<file path="config.mk">
export PLATFORM = sky130hd
export DESIGN_NAME = flag_ofs_prog
export DESIGN_NICKNAME = d
export VERILOG_FILES = /design/src/rtl/ofsprog_pkg.sv /design/src/rtl/ofsprog_serial.sv /design/src/rtl/ofsprog_lane.sv /design/src/rtl/flag_ofs_prog.sv
export SDC_FILE = /design/constraint.sdc
export NUM_CORES = 1
export LEC_CHECK = 0
export CAP_MARGIN = 20
export CORE_MARGIN = 2
export CORE_UTILIZATION = 47
export CTS_CLUSTER_SIZE = 16
export DETAILED_ROUTE_END_ITERATION = 10
export GPL_TIMING_DRIVEN = 0
export PLACE_DENSITY = 0.95
export SYNTH_ARGS = -nofsm -noshare
export SYNTH_HDL_FRONTEND = slang
export SYNTH_SLANG_ARGS = --single-unit
</file>
<file path="constraint.sdc">
create_clock -name clk_i -period 4 [get_ports clk_i]
set_input_delay 0.6 -clock clk_i [delete_from_list [all_inputs] [get_ports clk_i]]
set_output_delay 0.6 -clock clk_i [all_outputs]
set_load 0.02 [all_outputs]
</file>
<file path="src/rtl/ofsprog_pkg.sv">
package ofsprog_pkg;

   typedef enum logic {
      PROG_PAR = 1'b0,
      PROG_SER = 1'b1
   } prog_e;

   typedef enum logic {
      SEL_AE = 1'b0,
      SEL_AF = 1'b1
   } ofs_sel_e;

   // Default offset for strap code k: 2^(k+3)-1
   function automatic logic [31:0] default_ofs(input logic [2:0] code);
      int unsigned sh;
      sh = int'(code) + 3;
      return (32'd1 << sh) - 32'd1;
   endfunction

endpackage

</file>
<file path="src/rtl/ofsprog_serial.sv">
module ofsprog_serial
   import ofsprog_pkg::*;
#(
   parameter int OFS_W = 10
) (
   input  logic                      clk_i,
   input  logic                      rst_i,
   input  logic                      en_i,
   input  logic                      sclk_i,
   input  logic                      sen_i,
   input  logic                      ld_i,
   output logic                      bit_we_o,
   output ofs_sel_e                  tgt_o,
   output logic [$clog2(OFS_W)-1:0]  idx_o
);
   localparam int NBITS = 2 * OFS_W;
   localparam int CNT_W = $clog2(NBITS);
   localparam int IDX_W = $clog2(OFS_W);

   logic             sclk_q;
   logic [CNT_W-1:0] cnt_q;
   logic             rise;
   logic             in_full;

   assign rise     = sclk_i & ~sclk_q;
   assign bit_we_o = en_i & rise & ~sen_i & ~ld_i;
   assign in_full  = (cnt_q >= CNT_W'(OFS_W));
   assign tgt_o    = in_full ? SEL_AF : SEL_AE;
   assign idx_o    = in_full ? IDX_W'(cnt_q - CNT_W'(OFS_W)) : IDX_W'(cnt_q);

   always_ff @(posedge clk_i) begin
      if (rst_i) begin
         sclk_q <= sclk_i;
         cnt_q  <= '0;
      end else begin
         sclk_q <= sclk_i;
         if (bit_we_o) begin
            if (cnt_q == CNT_W'(NBITS - 1)) cnt_q <= '0;
            else                            cnt_q <= cnt_q + 1'b1;
         end
      end
   end
endmodule

</file>
<file path="src/rtl/ofsprog_lane.sv">
module ofsprog_lane #(
   parameter int OFS_W  = 10,
   parameter int DATA_W = 36
) (
   input  logic              ip_i,
   input  logic [DATA_W-1:0] wdata_i,
   input  logic [OFS_W-1:0]  ofs_i,
   output logic [OFS_W-1:0]  ofs_o,
   output logic [DATA_W-1:0] rdata_o
);
   logic unused_wdata;
   assign unused_wdata = ^wdata_i;

   for (genvar i = 0; i < OFS_W; i++) begin : g_bit
      localparam int PPOS = i + i / 8;
      assign ofs_o[i] = ip_i ? wdata_i[PPOS] : wdata_i[i];
   end

   always_comb begin
      rdata_o = '0;
      for (int i = 0; i < OFS_W; i++) begin
         if (ip_i) rdata_o[i + i / 8] = ofs_i[i];
         else      rdata_o[i]         = ofs_i[i];
      end
   end
endmodule

</file>
<file path="src/rtl/flag_ofs_prog.sv">
module flag_ofs_prog
   import ofsprog_pkg::*;
#(
   parameter int OFS_W  = 10,
   parameter int DATA_W = 36
) (
   input  logic              clk_i,
   input  logic              rst_i,
   input  logic              ld_i,
   input  logic [1:0]        fsel_i,
   input  logic              ip_i,
   input  logic              sen_i,
   input  logic              sdi_i,
   input  logic              sclk_i,
   input  logic [DATA_W-1:0] pdata_i,
   input  logic              pwr_i,
   input  logic              prd_i,
   output logic [OFS_W-1:0]  ae_ofs_o,
   output logic [OFS_W-1:0]  af_ofs_o,
   output logic [DATA_W-1:0] pdata_o,
   output logic              fifo_ok_o
);
   localparam int SPAN  = OFS_W + (OFS_W - 1) / 8;
   localparam int IDX_W = $clog2(OFS_W);

   if (OFS_W < 4 || OFS_W > 32) begin : g_bad_ofs
      $error("flag_ofs_prog: OFS_W must lie in 4..32");
   end
   if (DATA_W < SPAN) begin : g_bad_data
      $error("flag_ofs_prog: DATA_W too narrow for the parity-skipped offset");
   end

   prog_e             prog_q;
   logic              ip_q;
   ofs_sel_e          wsel_q, rsel_q;
   logic [OFS_W-1:0]  ae_q, af_q;
   logic [DATA_W-1:0] rdata_q;

   logic              ser_we;
   ofs_sel_e          ser_tgt;
   logic [IDX_W-1:0]  ser_idx;
   logic [OFS_W-1:0]  lane_ofs;
   logic [DATA_W-1:0] lane_rdata;
   logic [OFS_W-1:0]  dflt;
   logic              par_we, rd_en;

   assign dflt   = OFS_W'(default_ofs({ld_i, fsel_i}));
   assign par_we = (prog_q == PROG_PAR) & ~ld_i & pwr_i;
   assign rd_en  = ~ld_i & prd_i;

   ofsprog_serial #(.OFS_W(OFS_W)) u_ser (
      .clk_i    (clk_i),
      .rst_i    (rst_i),
      .en_i     (prog_q == PROG_SER),
      .sclk_i   (sclk_i),
      .sen_i    (sen_i),
      .ld_i     (ld_i),
      .bit_we_o (ser_we),
      .tgt_o    (ser_tgt),
      .idx_o    (ser_idx)
   );

   ofsprog_lane #(.OFS_W(OFS_W), .DATA_W(DATA_W)) u_lane (
      .ip_i    (ip_q),
      .wdata_i (pdata_i),
      .ofs_i   ((rsel_q == SEL_AE) ? ae_q : af_q),
      .ofs_o   (lane_ofs),
      .rdata_o (lane_rdata)
   );

   always_ff @(posedge clk_i) begin
      if (rst_i) begin
         prog_q  <= ld_i ? PROG_SER : PROG_PAR;
         ip_q    <= ip_i;
         ae_q    <= dflt;
         af_q    <= dflt;
         wsel_q  <= SEL_AE;
         rsel_q  <= SEL_AE;
         rdata_q <= '0;
      end else begin
         if (ser_we) begin
            if (ser_tgt == SEL_AF) af_q[ser_idx] <= sdi_i;
            else                   ae_q[ser_idx] <= sdi_i;
         end
         if (par_we) begin
            if (wsel_q == SEL_AE) begin
               ae_q   <= lane_ofs;
               wsel_q <= SEL_AF;
            end else begin
               af_q   <= lane_ofs;
               wsel_q <= SEL_AE;
            end
         end
         if (rd_en) begin
            rdata_q <= lane_rdata;
            rsel_q  <= (rsel_q == SEL_AE) ? SEL_AF : SEL_AE;
         end
      end
   end

   assign ae_ofs_o  = ae_q;
   assign af_ofs_o  = af_q;
   assign pdata_o   = rdata_q;
   assign fifo_ok_o = ld_i & ~rst_i;
endmodule

</file>
==> insert_results.sql <==
INSERT INTO impl_metrics (metric_group, metric, value, unit) VALUES
('outcome', 'outcome', 'complete, no violations', ''),
('setup_path', 'setup.worst_path.class', 'primary input to output port', ''),
('placement', 'dp.final_hpwl', '5300', 'µm'),
('power_and_ir_drop', 'leakagePower', '1.40', 'nW'),
('finish', 'fin_cells', '464', ''),
('clock_network', 'clkSlewWorstSetupHoldPaths', '80', 'ps'),
('clock_network', 'tritoncts.num_buffers', '5', ''),
('grt', 'all_layer_global_routing_usage', '22.4', '%'),
('finish', 'final_cell_mix', 'sky130_fd_sc_hd__clkdlybuf4s50_1 (52), sky130_fd_sc_hd__dfxtp_1 (39), sky130_fd_sc_hd__nor2_1 (32), sky130_fd_sc_hd__mux2i_1 (27), sky130_fd_sc_hd__conb_1 (27)', ''),
('finish', 'drive_above_1_share', '13.3', '%'),
('setup_path', 'timing.critical_path.from_type', 'primary input', ''),
('clock_network', 'post_cts_buffers', '0', ''),
('timing', 'total_of_endpoints_with_negative_setup_slack_in_the_final_report', '0', ''),
('clock_network', 'clkLatencyLatePin', '300', 'ps'),
('grt', 'grt_pass1_vias', '2229', ''),
('die', 'floorplan.initialDensity', '47.9', '%'),
('yosys', 'avgSynthCellArea', '8.49', 'µm²'),
('yosys', 'synth_top_cells_by_area', 'sky130_fd_sc_hd__dfxtp_1 (30%), sky130_fd_sc_hd__mux2i_1 (10%), sky130_fd_sc_hd__buf_4 (7.2%), sky130_fd_sc_hd__nor2_1 (4.6%), sky130_fd_sc_hd__nand2_1 (3.2%)', ''),
('placement', 'place_ws', '399', 'ps'),
('die', 'placeable_core_region', '0.00544', 'mm²'),
('drt', 'drt_first_iter_violations', '293', ''),
('hold_path', 'hp-class', 'flop to flop', ''),
('yosys', 'ys_seq_elements', '41', ''),
('drt', 'drt_drc_violations_left', '0', ''),
('setup_path', 'required', '3400', 'ps'),
('drt', 'drtPass1Iterations', '5', ''),
('drt', 'via_per_inst', '5.62', ''),
('finish', 'fin_nets', '443', ''),
('clock_network', 'htree_num_levels', '2', ''),
('timing', 'worst_hold_margin', '459', 'ps'),
('setup_path', 'crit_path_max_fanout', '10', ''),
('timing', 'min_period_over_period', '90.9', '%'),
('setup_path', 'critPathCaptureType', 'output port', ''),
('finish', 'postLayoutCoreUtil', '63.1', '%'),
('die', 'row_count', '27', ''),
('timing', 'period_minus_slack', '3640', 'ps'),
('finish', 'num-fill-cells', '435', ''),
('yosys', 'netlist-cell-type-count', '60', ''),
('die', 'io-pin-count', '104', ''),
('drt', 'detail_route.wirelength', '7080', 'µm'),
('finish', 'layout.cells.most_common', 'sky130_fd_sc_hd__clkdlybuf4s50_1', ''),
('timing', 'timing.setup.tns', '0', 'ps'),
('power_and_ir_drop', 'ir_worst_vdd', '212', 'µV'),
('yosys', 'area_of_the_mapped_netlist', '0.00261', 'mm²'),
('placement', 'dp.cells', '456', ''),
('die', 'die_y', '78.5', 'µm'),
('drt', 'ant_nets', '0', ''),
('grt', 'grt_antenna_before_repair', '0', ''),
('clock_network', 'clock_tree.buffer_depth', '2', ''),
('placement', 'place.port_buffers', '52', ''),
('drt', 'vias', '2607', ''),
('clock_network', 'cts-hold-fix-buffers', '0', ''),
('die', 'fp.dieW', '78.5', 'µm'),
('clock_network', 'cts_root_buf', 'sky130_fd_sc_hd__clkbuf_8', ''),
('setup_path', 'critPathArrivalTime', '3040', 'ps'),
('timing', 'number_of_pins_with_negative_max_slew_slack_in_the_final_report', '0', ''),
('clock_network', 'cts_repair_resize_count', '0', ''),
('yosys', 'synth_async_sr_flop_share', '0', '%'),
('grt', 'grt_pass1_wl', '10800', 'µm'),
('timing', 'max_freq', '275', 'MHz'),
('clock_network', 'tritoncts', 'yes', ''),
('drt', 'post_detailed_route_wirelength_per_cell', '15.3', 'µm'),
('grt', 'globalRouteOverflowTotal', '0', ''),
('yosys', 'synth_enable_flop_cells', '2', ''),
('yosys', 'cell_type_contributing_the_most_total_cell_area_after_synthesis', 'sky130_fd_sc_hd__dfxtp_1', ''),
('yosys', 'synth_top_flop_cell', 'sky130_fd_sc_hd__dfxtp_1', ''),
('yosys', 'yosys_warnings', '0', ''),
('timing', 'report.final.hold_viol_count', '0', ''),
('finish', 'diodes', '0', ''),
('timing', 'worst_slew_pin_slew', '860', 'ps'),
('power_and_ir_drop', 'power_per_cell_area', '328', 'mW/mm²');
-- registers in the layout, indices dropped and copies added, names as in the netlist --
register,count
u_ser.cnt_q,5
ip_q,1
rsel_q,1
af_ofs_o,10
pdata_o,11
prog_q,1
ae_ofs_o,10
u_ser.sclk_q,1
wsel_q,1
-- layout make-up --
cell class	count	area [µm²]	share of cell area, %
Multi-Input combinational cell	243	1570	45.9
Sequential cell	41	841	24.5
Timing Repair Buffer	52	520	15.2
Buffer	43	267	7.77
Tap cell	72	90.1	2.63
Clock buffer	6	82.6	2.41
Clock inverter	2	37.5	1.09
Inverter	5	18.8	0.547
-- per-layer routing --
layer / track usage [%] / wire [µm]
met5: 0 / 0
met4: 8.07 / 183
met3: 4.48 / 643
met2: 37.2 / 3410
met1: 28.9 / 2850
-- final timing paths --
path                                                   from                  endpoint  slack, ps  cells after the start
worst max-delay path                                  rst_i                 fifo_ok_o        360                      6
worst min-delay path               pdata_o[10]$_SDFFE_PP0P_  pdata_o[10]$_SDFFE_PP0P_        460                      2
worst min register to register     pdata_o[10]$_SDFFE_PP0P_  pdata_o[10]$_SDFFE_PP0P_        460                      2
worst max register to register  u_ser.cnt_q[1]$_SDFFE_PP0P_       ae_ofs_o[5]$_DFF_P_       1400                      8
-- cell families (layout without fill, tap and decap cells) --
kind of cell             after synthesis  after routing  synth area share, %
AO/OA/AOI/OAI                         60             60                 17.0
XOR/XNOR                               2              2                0.672
adder cells (fa/ha/maj)                5              5                 2.40
buffers and inverters                 48            108                 10.9
flip-flops                            41             41                 32.3
multiplexers                          29             29                 11.2
other                                  2             27                0.288
AND/OR/NAND/NOR                      120            120                 25.2
-- cells in the mapped netlist (2+ instances only) --
| cell | count |
|---|---|
| sky130_fd_sc_hd__dfxtp_1 | 39 |
| sky130_fd_sc_hd__nor2_1 | 32 |
| sky130_fd_sc_hd__mux2i_1 | 27 |
| sky130_fd_sc_hd__buf_4 | 25 |
| sky130_fd_sc_hd__nand2_1 | 22 |
| sky130_fd_sc_hd__a21oi_1 | 12 |
| sky130_fd_sc_hd__clkbuf_1 | 12 |
| sky130_fd_sc_hd__nor3_1 | 12 |
| sky130_fd_sc_hd__nand3_1 | 10 |
| sky130_fd_sc_hd__a211oi_1 | 9 |
| sky130_fd_sc_hd__a221oi_1 | 9 |
| sky130_fd_sc_hd__o21ai_0 | 6 |
| sky130_fd_sc_hd__ha_1 | 5 |
| sky130_fd_sc_hd__nand2b_1 | 5 |
| sky130_fd_sc_hd__nor2b_1 | 5 |
| sky130_fd_sc_hd__or2_2 | 5 |
| sky130_fd_sc_hd__inv_1 | 4 |
| sky130_fd_sc_hd__nand4_1 | 4 |
| sky130_fd_sc_hd__o211ai_1 | 4 |
| sky130_fd_sc_hd__o221ai_1 | 4 |
| sky130_fd_sc_hd__buf_2 | 3 |
| sky130_fd_sc_hd__o31ai_1 | 3 |
| sky130_fd_sc_hd__or3_1 | 3 |
| sky130_fd_sc_hd__a32o_1 | 2 |
| sky130_fd_sc_hd__and3_1 | 2 |
| sky130_fd_sc_hd__buf_1 | 2 |
| sky130_fd_sc_hd__conb_1 | 2 |
| sky130_fd_sc_hd__edfxtp_1 | 2 |
| sky130_fd_sc_hd__nand3b_1 | 2 |
| sky130_fd_sc_hd__nand4bb_1 | 2 |
| sky130_fd_sc_hd__nor3b_1 | 2 |
| sky130_fd_sc_hd__nor4_1 | 2 |
| sky130_fd_sc_hd__xnor2_1 | 2 |
-- critical path: stages --
cell                              delay, ps
sky130_fd_sc_hd__clkdlybuf4s50_1        600
sky130_fd_sc_hd__clkbuf_1               350
sky130_fd_sc_hd__clkbuf_1               360
sky130_fd_sc_hd__buf_1                  480
sky130_fd_sc_hd__nor2_1                  80
sky130_fd_sc_hd__clkdlybuf4s50_1        560
-- metrics by stage --
step	power [mW]	instance area [µm²]
2_1_floorplan	0.656	2700
3_3_place_gp	0.768	3310
3_5_place_dp	0.774	3310
4_1_cts	1.12	3430
5_1_grt	1.17	3430
6_report	1.13	3430
-- report_power, final --
group | internal [mW] | leakage, nW | total, mW | switching, mW
Combinational | 0.139 | 1.00 | 0.295 | 0.156
Sequential | 0.448 | 0.343 | 0.476 | 0.0283
Clock | 0.203 | 0.0574 | 0.355 | 0.152
(Power assumes the default switching activity.)
